## src/rtl/wb_pkg.sv

```systemverilog
package wb_pkg;

  typedef enum logic [1:0] {
    FMT_REG = 2'd0,
    FMT_IMM = 2'd1,
    FMT_JMP = 2'd2,
    FMT_BAD = 2'd3
  } fmt_e;

  typedef struct packed {
    logic       wr_pri;
    logic       wr_sec;
    logic       link;
    logic       redirect;
    logic       underflow;
    logic [1:0] pops;
  } retire_act_t;

endpackage

```

## src/rtl/wb_classify.sv

```systemverilog
module wb_classify
  import wb_pkg::*;
#(
  parameter int XLEN  = 32,
  parameter int CNT_W = 3
) (
  input  logic            valid,
  input  logic            kill,
  input  logic            nop,
  input  logic [1:0]      fmt,
  input  logic            is_pop,
  input  logic            is_link,
  input  logic            has_rsv,
  input  logic [XLEN-1:0] result,
  input  logic [CNT_W-1:0] count,
  output logic            active,
  output retire_act_t     act
);

  function automatic logic target_taken(input logic [XLEN-1:0] t);
    return !t[XLEN-1] && (t != '0);
  endfunction

  function automatic logic [1:0] entries_needed(input logic pop);
    return pop ? 2'd2 : 2'd1;
  endfunction

  logic [1:0] need;
  logic       short_q;

  assign active  = valid && !kill && !nop && (fmt_e'(fmt) != FMT_BAD);
  assign need    = entries_needed(is_pop);
  assign short_q = ({{(CNT_W > 2 ? CNT_W-2 : 0){1'b0}}, need} > CNT_W'(count)) ;

  always_comb begin
    act = '0;
    if (active) begin
      if (has_rsv) begin
        if (short_q) begin
          act.underflow = 1'b1;
        end else begin
          act.wr_pri = 1'b1;
          act.wr_sec = is_pop;
          act.pops   = need;
        end
      end else if (fmt_e'(fmt) == FMT_JMP && target_taken(result)) begin
        act.redirect = 1'b1;
        act.link     = is_link;
      end
    end
  end

endmodule

```

## src/rtl/wb_wport.sv

```systemverilog
module wb_wport #(
  parameter int AW = 4,
  parameter int DW = 32
) (
  input  logic          clk,
  input  logic          rst_n,
  input  logic          req,
  input  logic [AW-1:0] addr_in,
  input  logic [DW-1:0] data_in,
  output logic          en,
  output logic [AW-1:0] addr,
  output logic [DW-1:0] data
);

  always_ff @(posedge clk) begin
    if (!rst_n) begin
      en   <= 1'b0;
      addr <= '0;
      data <= '0;
    end else begin
      en   <= req && (addr_in != '0);
      addr <= req ? addr_in : '0;
      data <= req ? data_in : '0;
    end
  end

endmodule

```

## src/rtl/wb_redirect_reg.sv

```systemverilog
module wb_redirect_reg #(
  parameter int PC_W = 16
) (
  input  logic            clk,
  input  logic            rst_n,
  input  logic            take,
  input  logic [PC_W-1:0] target,
  output logic            redir_valid,
  output logic [PC_W-1:0] redir_pc,
  output logic            squash,
  output logic            sb_clear
);

  always_ff @(posedge clk) begin
    if (!rst_n) begin
      redir_valid <= 1'b0;
      redir_pc    <= '0;
      squash      <= 1'b0;
      sb_clear    <= 1'b0;
    end else begin
      redir_valid <= take;
      redir_pc    <= take ? target : '0;
      squash      <= take;
      sb_clear    <= take;
    end
  end

endmodule

```

## src/rtl/wb_redirect_unit.sv

```systemverilog
module wb_redirect_unit
  import wb_pkg::*;
#(
  parameter int XLEN     = 32,
  parameter int NREG     = 16,
  parameter int PC_W     = 16,
  parameter int SB_DEPTH = 4,
  parameter int LINK_REG = 1,
  parameter int RIDX_W   = $clog2(NREG),
  parameter int CNT_W    = $clog2(SB_DEPTH + 1)
) (
  input  logic              clk,
  input  logic              rst_n,
  input  logic              rt_valid,
  input  logic              rt_kill,
  input  logic              rt_nop,
  input  logic [1:0]        rt_fmt,
  input  logic              rt_is_pop,
  input  logic              rt_is_link,
  input  logic              rt_has_rsv,
  input  logic [RIDX_W-1:0] rt_rsv_reg,
  input  logic [XLEN-1:0]   rt_result,
  input  logic [XLEN-1:0]   rt_second,
  input  logic [PC_W-1:0]   rt_pc,
  input  logic [RIDX_W-1:0] sb_front_reg,
  input  logic [CNT_W-1:0]  sb_count,
  output logic              wa_en,
  output logic [RIDX_W-1:0] wa_addr,
  output logic [XLEN-1:0]   wa_data,
  output logic              wb_en,
  output logic [RIDX_W-1:0] wb_addr,
  output logic [XLEN-1:0]   wb_data,
  output logic [1:0]        sb_pop,
  output logic              sb_clear,
  output logic              redir_valid,
  output logic [PC_W-1:0]   redir_pc,
  output logic              squash,
  output logic              err_underflow
);

  localparam logic [RIDX_W-1:0] LINK_IDX = RIDX_W'(LINK_REG);

  function automatic logic [XLEN-1:0] return_addr(input logic [PC_W-1:0] pc);
    return XLEN'(pc) + XLEN'(1);
  endfunction

  retire_act_t act;
  logic        ev_active;
  logic        ev_redirect;
  logic        ev_underflow;
  logic        pri_req;
  logic        sec_req;
  logic [RIDX_W-1:0] pri_addr;
  logic [XLEN-1:0]   pri_data;

  wb_classify #(.XLEN(XLEN), .CNT_W(CNT_W)) u_cls (
    .valid   (rt_valid),
    .kill    (rt_kill),
    .nop     (rt_nop),
    .fmt     (rt_fmt),
    .is_pop  (rt_is_pop),
    .is_link (rt_is_link),
    .has_rsv (rt_has_rsv),
    .result  (rt_result),
    .count   (sb_count),
    .active  (ev_active),
    .act     (act)
  );

  assign ev_redirect  = act.redirect;
  assign ev_underflow = act.underflow;
  assign pri_req  = act.wr_pri || act.link;
  assign pri_addr = act.link ? LINK_IDX : rt_rsv_reg;
  assign pri_data = act.link ? return_addr(rt_pc) : rt_result;
  assign sec_req  = act.wr_sec && (sb_front_reg != rt_rsv_reg);

  wb_wport #(.AW(RIDX_W), .DW(XLEN)) u_port_a (
    .clk     (clk),
    .rst_n   (rst_n),
    .req     (pri_req),
    .addr_in (pri_addr),
    .data_in (pri_data),
    .en      (wa_en),
    .addr    (wa_addr),
    .data    (wa_data)
  );

  wb_wport #(.AW(RIDX_W), .DW(XLEN)) u_port_b (
    .clk     (clk),
    .rst_n   (rst_n),
    .req     (sec_req),
    .addr_in (sb_front_reg),
    .data_in (rt_second),
    .en      (wb_en),
    .addr    (wb_addr),
    .data    (wb_data)
  );

  wb_redirect_reg #(.PC_W(PC_W)) u_redir (
    .clk         (clk),
    .rst_n       (rst_n),
    .take        (ev_redirect),
    .target      (rt_result[PC_W-1:0]),
    .redir_valid (redir_valid),
    .redir_pc    (redir_pc),
    .squash      (squash),
    .sb_clear    (sb_clear)
  );

  always_ff @(posedge clk) begin
    if (!rst_n) begin
      sb_pop        <= 2'd0;
      err_underflow <= 1'b0;
    end else begin
      sb_pop        <= act.pops;
      err_underflow <= ev_underflow;
    end
  end

endmodule

```

## config.mk

```make
export PLATFORM = sky130hd
export DESIGN_NAME = wb_redirect_unit
export DESIGN_NICKNAME = d
export VERILOG_FILES = /design/src/rtl/wb_pkg.sv /design/src/rtl/wb_classify.sv /design/src/rtl/wb_wport.sv /design/src/rtl/wb_redirect_reg.sv /design/src/rtl/wb_redirect_unit.sv
export SDC_FILE = /design/constraint.sdc
export NUM_CORES = 1
export LEC_CHECK = 0
export BUFFER_PORTS_ARGS = -buffer_cell sky130_fd_sc_hd__clkbuf_2
export CORE_UTILIZATION = 46
export DETAILED_ROUTE_END_ITERATION = 10
export PLACE_DENSITY = 0.94
export SETUP_SLACK_MARGIN = 0.3
export SLEW_MARGIN = 20
export SYNTH_ARGS = -nofsm -noshare
export SYNTH_HDL_FRONTEND = slang
export SYNTH_SLANG_ARGS = --single-unit
```

## constraint.sdc

```tcl
create_clock -name clk -period 3.95 [get_ports clk]
set_clock_uncertainty 0.05 [all_clocks]
set_input_delay 0.79 -clock clk [delete_from_list [all_inputs] [get_ports clk]]
set_output_delay 0.79 -clock clk [all_outputs]
set_load 0.01 [all_outputs]
```

==> flow_summary.yaml, run 1 <==
cells_and_area:
  fin_util_pct: 65.2
  area_growth_pct: 36.1
  drive_above_1_share_pct: 47.4
  fin_nets: 591
  postLayoutCellArea_mm2: 0.00446
  num_antenna_cells: 0
cts:
  htree_levels: 3
  cts_tree: "done"
  cts-root-buf: "clkbuf_8"
  cts.sinks: 94
  cts_setup_buffers: 0
  clk_pin_slew_worst_paths_ns: 0.09
  postCtsResizedCells: 0
  hold_buffers: 0
  cts.path.max_buffers: 2
  cts_buffers: 9
run:
  maxCapViolCount: 0
synth:
  syn_inst: 293
  syn_nets: 397
  syn_area_mm2: 0.00327
  synth-seq-cells: 94
  yosysTopAreaCell: "dfxtp_1"
  ys_warn_count: 0
  netlist_top_cells_area: "dfxtp_1, and2_1, xnor2_1"
  yosysUniqueCellTypes: 36
  yosysSeqAreaShare_pct: 57.5
  synth.top_cell.area_share_pct: 57.5
  synth_area_per_cell_um2: 11.2
critical_path:
  crit_path_end_kind: "flip-flop"
  worst-setup-path-type: "in -> reg"
  cp_max_fo: 37
  required_ns: 4.19
  arrival_ns: 2.74
  start_kind: "input port"
global_route:
  overflow: 0
  track_usage_pct: 21.4
  first_global_vias: 2647
  grt_pass1_wl_um: 12100
  grt_max_degree: 38
  antenna_found_initial: 0
sta:
  min_period_over_period_pct: 63.4
  hold_violations: 0
  finalCriticalPeriod_ns: 2.50
  fmax_ghz: 0.400
  setup_viol: 0
  rsz0062_at_grt: "no"
  fin_setup_tns_ns: 0
  drv_slew: 0
  relSlewSlack_pct: 40.7
  worst_slew_pin_slew_ns: 0.888
hold_path:
  hold_class: "in -> reg"
floorplan:
  core_mm2: 0.00683
  rows: 30
  die_w_um: 86.4
  initial_core_util_pct: 47.9
  die_area_mm2: 0.00746
  die_y_um: 86.4
  ios: 197
outcome:
  status: "completed"
route:
  first_iter_violations: 52
  wirelength_um: 8120
  dr.pass1.iters: 4
  dr_total_vias: 2739
  via_per_inst: 4.66
  wl_per_cell_um: 13.8
  final_antenna_net_count: 0
  drcViolationCount: 0
pwr:
  p_per_area_mw_per_mm2: 372
  ir_drop_v: 0.000205
  p_leak_nw: 2.16
  p_total_w: 0.00166
place:
  io_buffer_count: 196
  postPlaceCellArea_mm2: 0.00427
  place_hpwl_um: 6570
  gp_congestion: 0.790
==> per-stage QoR <==
step           setup slack [ns]  hold WS [ns]  instances
3_3_place_gp               1.22         0.940        572
6_report                   1.45         0.585        588
5_1_grt                    1.32         0.564        588
2_1_floorplan              1.78         0.812        293
4_1_cts                    1.43         0.567        588
3_5_place_dp               1.07         0.941        572
==> critical path: stages <==
cell,delay [ns]
clkbuf_2,0.12
ha_1,0.31
nor2b_1,0.14
o21ai_1,0.16
nor2b_4,0.18
and3_1,0.74
o41a_2,0.28
==> power breakdown <==
group	leakage (nW)	internal [W]	switching, W
sequential	0.758	0.000952	0.00000142
combinational	1.31	0.0000601	0.0000582
clock	0.0848	0.000265	0.000322
total	2.16	0.00128	0.000381
==> registers in the layout (all words and copies together) (netlist names) <==
name,flops
u_port_a.data,32
u_port_b.data,32
u_redir.redir_pc,16
u_port_a.addr,4
u_port_b.addr,4
sb_pop,2
err_underflow,1
u_port_a.en,1
u_port_b.en,1
u_redir.redir_valid,1
==> cell families after synthesis <==
| family | share of synthesized area, % |
|---|---|
| muxes | 0.917 |
| DFF | 57.5 |
| and+or+nand+nor | 25.6 |
| AOI/OAI and AO/OA | 6.30 |
| buffers and inverters | 3.78 |
| adders and majority gates | 1.15 |
| xor gates and xnor gates | 4.81 |
==> path summary, 6_finish.rpt <==
kind | cells past startpoint | slack (ns) | endpoint | startpoint
max | 7 | 1.45 | u_port_b.en$_SDFF_PN0_ | rt_is_pop
min | 2 | 0.58 | u_port_b.data[2]$_SDFF_PN0_ | rt_second[2]
==> layout by cell type, fill, tap and decap left out, types with 5 or more instances in the layout <==
cell type / count
nand2_1: 7
and2_1: 71
nor2_1: 21
a211oi_2: 5
dfxtp_1: 94
clkbuf_2: 196
clkbuf_8: 11
a211oi_1: 9
xnor2_1: 12
xor2_1: 6
nor4_1: 9
nand3_1: 6
==> layout make-up <==
type / count / area, um2
Inverter: 3 / 11.3
Tap cell: 96 / 120
Timing Repair Buffer: 197 / 988
Clock inverter: 4 / 31.3
Sequential cell: 94 / 1880
Fill cell: 540 / 2370
Multi-Input combinational cell: 182 / 1270
Clock buffer: 12 / 155
==> metal layers <==
metal  vias up  global-route usage, %  share of wire, %  wire, um
met5         -                      0                 0         0
met4         0                   9.85               2.9       238
met3        21                   6.10               6.5       531
met2       129                   39.0                52      4210
met1      1232                   22.7                39      3150
li1       1357                      -                 -         -
==> Yosys cell counts <==
cell / instances
a21oi_4: 3
o41a_2: 1
o21ai_1: 1
xor2_1: 6
buf_4: 4
buf_8: 1
and3_2: 1
nand3_1: 6
buf_2: 3
nor4_2: 1
dfxtp_1: 94
buf_6: 4
and3_1: 3
a211oi_2: 5
a211oi_1: 9
mux2i_1: 3
clkbuf_1: 2
nand4_2: 1
xnor2_1: 12
nor4_1: 9
nor2_1: 21
and2_1: 71
nor2_2: 3
and4_1: 1
nor2b_1: 2
nor2b_4: 1
nand3_4: 1
nor4b_2: 1
inv_1: 3
a21oi_1: 2
nand4_1: 3
ha_1: 3
nor3_1: 2
nand2_1: 7
and4_4: 2
nor3b_2: 1
Note: power is estimated with default switching activity, not from simulation.
==> run 2: changes to the inputs <==
- ABC_AREA: not set -> 1
- CORE_UTILIZATION: 46 -> 44
- PLACE_DENSITY: 0.94 -> 0.9
- clock period: 3.95 -> 2.4 ns (I/O delays scaled with it)
==> run 2 against run 1 <==
Net effect:
- global-route usage grew 1.5 points
- non-clock buffer count grew 1
- sequential share of layout area shrank 2.3 points
- worst setup slack lost 0.81 ns
- combinational power grew 99%
- core utilization shrank 2.0 points
- critical path depth grew 1
- critical endpoint is now u_port_a.data[27]$_SDFF_PP0_
- largest cell class unchanged
- largest power group unchanged
==> flow_summary.yaml, run 2 <==
outcome:
  status: "completed"
synth:
  syn_inst: 450
  yosys.area_share.adder_pct: 1.08
  synth_compound_area_share_pct: 2.53
  synth_simple_gate_area_share_pct: 25.0
  yosysSeqAreaShare_pct: 54.3
  synthTopCellsByCount: "nor2_1, dfxtp_1, inv_1, nand2_1, o21ai_0"
  yosysUniqueCellTypes: 25
  synth_xor_area_share_pct: 4.30
  synth.mux.area_fraction_pct: 0
  synth-seq-cells: 94
  syn_nets: 554
  synthFlopType: "dfxtp_1"
  synth-async-reset-ratio_pct: 0
  yosysTopAreaCell: "dfxtp_1"
  synth.top_cell.area_share_pct: 54.3
  yosysMostFrequentCell: "nor2_1"
  netlist_top_cells_area: "dfxtp_1, nor2_1, inv_1"
  syn_area_mm2: 0.00346
  synth-edff-count: 0
  synth_area_per_cell_um2: 7.70
  ys_warn_count: 0
  synth_top_family_by_area: "simple AND/OR/NAND/NOR gates"
global_route:
  overflow: 0
  grt_max_degree: 38
  grt_pass1_wl_um: 14900
  first_global_vias: 3400
  track_usage_pct: 22.9
  antenna_found_initial: 0
route:
  wl_per_cell_um: 11.9
  via_per_inst: 4.38
  wirelength_um: 8920
  drcViolationCount: 0
  final_antenna_net_count: 0
  first_iter_violations: 91
  dr_total_vias: 3289
  dr.pass1.iters: 4
floorplan:
  die_area_mm2: 0.00823
  die_w_um: 90.7
  ios: 197
  initial_core_util_pct: 46.5
  die_y_um: 90.7
  rows: 31
  core_mm2: 0.00745
critical_path:
  required_ns: 2.61
  worst-setup-path-type: "in -> reg"
  crit_path_end_kind: "flip-flop"
  crit_chain: "clkbuf_2, ha_1, inv_1, nor2_1, o21a_1, nor2_2, nand2_1, nor2_1"
  cp_slowest_cell: "nand2_1"
  cp_common_cell: "nor2_1"
  start_kind: "input port"
  arrival_ns: 1.98
  cp_slowest_stage_delay_ns: 0.40
  cp_max_fo: 19
cts:
  clk_pin_slew_worst_paths_ns: 0.10
  cts_buffers: 9
  cts-root-buf: "clkbuf_8"
  cts_tree: "done"
  cts_setup_buffers: 0
  cts.path.max_buffers: 2
  hold_buffers: 0
  postCtsResizedCells: 0
  cts.sinks: 94
  htree_levels: 3
sta:
  setup_viol: 0
  fin_setup_tns_ns: 0
  min_period_over_period_pct: 73.5
  finalCriticalPeriod_ns: 1.76
  worst_slew_pin_slew_ns: 0.655
  fmax_ghz: 0.567
  rsz0062_at_grt: "no"
  drv_slew: 0
  relSlewSlack_pct: 56.2
  hold_violations: 0
cells_and_area:
  largestRegisters: "u_port_a.data: 32 flops, u_port_b.data: 32 flops, u_redir.redir_pc: 16 flops"
  fin_util_pct: 63.2
  mostFrequentLayoutCell: "clkbuf_2"
  fin_nets: 751
  area_growth_pct: 35.9
  postLayoutCellArea_mm2: 0.00471
  num_antenna_cells: 0
  fill_cells: 672
  drive_above_1_share_pct: 34.0
  final_cell_mix: "clkbuf_2, nor2_1, dfxtp_1, inv_1, nand2_1"
pwr:
  ir_drop_v: 0.000321
  p_leak_nw: 2.77
  p_total_w: 0.00291
  p_per_area_mw_per_mm2: 618
place:
  postPlaceCellArea_mm2: 0.00449
  gp_congestion: 0.949
  io_buffer_count: 196
  place_hpwl_um: 7330
run:
  maxCapViolCount: 0
hold_path:
  hold_class: "in -> reg"
==> run 2: cell types whose count changed after synthesis, moves of 4 or more <==
cell / change
a211oi_1: -9
nand3_1: +5
and2_1: -71
a211oi_2: -5
nand2_1: +52
nor4_1: -9
nand4_1: +4
inv_1: +90
o21ai_0: +14
nor2_1: +106
==> run 2: worst paths after layout <==
| kind | end | slack, ns | depth (start not counted) | from |
|---|---|---|---|---|
| min | u_port_b.data[29]$_SDFF_PN0_ | 0.26 | 3 | rt_second[29] |
| max | u_port_a.data[27]$_SDFF_PP0_ | 0.64 | 8 | rt_is_pop |
==> run 2: cells by family (layout without fill, tap and decap cells) <==
family | Yosys count | in the layout
AO/OA/AOI/OAI | 17 | 17
XOR/XNOR | 17 | 17
adder cells (fa/ha/maj) | 3 | 3
buffers and inverters | 106 | 308
flip-flops | 94 | 94
AND/OR/NAND/NOR | 213 | 213
==> run 2: metrics by stage <==
stage,std cells,worst slack (ns),hold slack (ns)
3_3_place_gp,735,0.354,0.629
3_5_place_dp,735,0.280,0.632
5_1_grt,751,0.472,0.235
2_1_floorplan,450,0.661,0.502
6_report,751,0.635,0.256
4_1_cts,751,0.651,0.241
==> run 2: per-layer routing <==
layer  GRT usage [%]  share of wire (%)
met5               0                  0
met4            9.01                1.8
met3            6.48                8.3
met2            40.7                 49
met1            25.5                 41
==> run 2: cell type report <==
| cell class | instances | area (um2) | share of cell area, % |
|---|---|---|---|
| timing repair buffer | 198 | 996 | 21.2 |
| clock inverter | 7 | 90.1 | 1.91 |
| multi-input combinational | 250 | 1140 | 24.2 |
| inverter | 94 | 353 | 7.49 |
| sequential | 94 | 1880 | 40.0 |
| clock buffer | 9 | 124 | 2.63 |
| tap | 99 | 124 | 2.63 |
==> run 2: power by group <==
part / internal [W] / leakage (nW) / switching (W)
Sequential: 0.00157 / 0.758 / 0.00000262
Combinational: 0.000109 / 1.91 / 0.000126
Clock: 0.000509 / 0.109 / 0.000596
==> run 2: critical path, delay by kind of cell <==
kind	cells	cell delay, ns
buffers and inverters	2	0.17
adder cells (fa/ha/maj)	1	0.31
AO/OA/AOI/OAI	1	0.18
AND/OR/NAND/NOR	4	0.83
==> run 3: changes to the inputs <==
- clock period: 2.4 -> 1.85 ns (I/O delays scaled with it)
==> run 3 against run 2 <==
Net effect:
- global-route usage fell by 1.2 points
- cell count rose by 1.7%
- count of clock-buffer cells in the layout did not move
- cell area rose by 6.9%
- sequential power rose by 30%
- flip-flop and latch count did not move
- clock power rose by 45%
- non-clock buffer count rose by 12
- critical endpoint is now u_port_b.data[13]$_SDFF_PN0_
- wire length rose by 5.5%
- hold slack got worse by 0.097 ns
- combinational power rose by 41%
- core utilization rose by 4.3 points
- largest cell class unchanged
- largest power group unchanged
==> flow_summary.yaml, run 3 (synthesis gave the netlist of run 2 again) <==
cells_and_area:
  num_antenna_cells: 0
  fill_cells: 619
  final_cell_mix: "clkbuf_2, nor2_1, dfxtp_1, inv_1, nand2_1"
  drive_above_1_share_pct: 38.8
  area_growth_pct: 45.3
  mostFrequentLayoutCell: "clkbuf_2"
  postLayoutCellArea_mm2: 0.00503
  instances_no_fill: 764
  largestRegisters: "u_port_a.data: 32 flops, u_port_b.data: 32 flops, u_redir.redir_pc: 16 flops"
  fin_nets: 764
cts:
  cts-root-buf: "clkbuf_8"
  cts.sinks: 94
  cts_buffers: 9
  cts.path.max_buffers: 2
  htree_levels: 3
  cts_tree: "done"
  clk_pin_slew_worst_paths_ns: 0.09
  hold_buffers: 0
floorplan:
  ios: 197
  core_mm2: 0.00745
  rows: 31
  initial_core_util_pct: 46.5
  die_area_mm2: 0.00823
  die_w_um: 90.7
  die_y_um: 90.7
hold_path:
  worstHoldEndpoint: "u_port_b.data[4]$_SDFF_PN0_"
  hold_depth: 3
  hold_class: "in -> reg"
  holdCritStartpoint: "rt_second[4]"
route:
  via_per_inst: 4.39
  first_iter_violations: 81
  wirelength_um: 9410
  final_antenna_net_count: 0
  wl_per_cell_um: 12.3
  dr_total_vias: 3356
  drcViolationCount: 0
  dr.pass1.iters: 4
place:
  io_buffer_count: 196
  gp_congestion: 0.853
  postPlaceCellArea_mm2: 0.00460
  place_inst: 741
  place_hpwl_um: 7150
  dp_slack_ns: -0.0831
outcome:
  status: "completed"
critical_path:
  required_ns: 2.09
  worst-setup-path-type: "in -> reg"
  cp_max_fo: 6
  crit_chain: "buf_8, inv_12, ha_4, inv_2, nor2_1, o21a_1, nor2_2, inv_2, nor2_4, nand2_4, clkbuf_16, nor2_2"
  crit_path_end_kind: "flip-flop"
  start_kind: "input port"
  cp_slowest_cell: "ha_4"
  path_buf_inv: 5
  cp_slowest_stage_delay_ns: 0.23
  cp_top_family: "simple AND/OR/NAND/NOR gates"
  arrival_ns: 1.76
sta:
  relSlewSlack_pct: 75.4
  setup_viol: 0
  setup_ws_ns: 0.329
  hold_violations: 0
  min_period_over_period_pct: 82.2
  drv_slew: 0
  rsz0062_at_grt: "yes"
  worst_slew_pin_slew_ns: 0.368
  fmax_ghz: 0.658
  finalCriticalPeriod_ns: 1.52
pwr:
  p_leak_nw: 2.90
  p_per_area_mw_per_mm2: 792
  ir_drop_v: 0.000459
global_route:
  antenna_found_initial: 0
  grt_max_degree: 30
  track_usage_pct: 21.7
  first_global_vias: 3113
  grt_pass1_wl_um: 14100
  overflow: 0
run:
  maxCapViolCount: 0
==> run 3: final cells by class <==
class / instances / area (um2) / area share [%]
Sequential cell: 94 / 1880 / 37.4
Multi-Input combinational cell: 251 / 1230 / 24.5
Timing Repair Buffer: 210 / 1190 / 23.6
Inverter: 94 / 365 / 7.26
Clock buffer: 9 / 124 / 2.46
Tap cell: 99 / 124 / 2.46
Clock inverter: 7 / 118 / 2.34
==> run 3: tightest hold or removal path, delay by kind of cell <==
| family | cells | cell delay, ns |
|---|---|---|
| AND/OR/NAND/NOR | 1 | 0.03 |
| buffers and inverters | 2 | 0.12 |
==> run 3: how the worst max path moves through the flow <==
stage                            from                            to  slack [ns]  cells after the start
final                     sb_count[1]  u_port_b.data[13]$_SDFF_PN0_        0.33                     12
after detailed placement  sb_count[1]   u_port_b.data[6]$_SDFF_PN0_       -0.08                     12
after CTS                 sb_count[1]   u_port_b.data[6]$_SDFF_PN0_        0.30                     12
after floorplan           sb_count[1]   u_port_b.addr[3]$_SDFF_PN0_        0.26                     11
after global placement    sb_count[1]  u_port_b.data[23]$_SDFF_PN0_        0.02                     12
after global routing      sb_count[1]  u_port_b.data[13]$_SDFF_PN0_        0.25                     12
==> run 3: what timing repair did <==
action | CTS | global route
buffers inserted | 0 | 2
pin swaps | 0 | 4
resized for setup | 1 | 29
endpoints found under the setup margin | 2 | 33
cloned | 0 | 5
hold endpoints to repair | 0 | 0
==> run 3: metrics by stage <==
| stage | utilization [%] | hold WS (ns) | TNS, ns | power (W) |
|---|---|---|---|---|
| after floorplan | - | 0.392 | 0 | 0.00223 |
| after global placement | 61.7 | 0.522 | 0 | 0.00239 |
| after detailed placement | 61.7 | 0.524 | -1.02 | 0.00240 |
| after CTS | 65.0 | 0.144 | 0 | 0.00400 |
| after global routing | 67.6 | 0.147 | 0 | 0.00414 |
| final | 67.6 | 0.159 | 0 | 0.00398 |
==> run 3: where the power goes <==
group          internal (W)  switching [W]
clock              0.000903       0.000712
combinational      0.000155       0.000177
sequential          0.00203     0.00000347
total               0.00309       0.000892
==> run 3: layer usage <==
layer / track usage, % / vias up / part of all wire (%)
met5: 0 / - / 0
met4: 6.85 / 0 / 0.90
met3: 5.56 / 5 / 6.0
met2: 39.7 / 140 / 52
met1: 24.4 / 1491 / 41
li1: - / 1720 / -
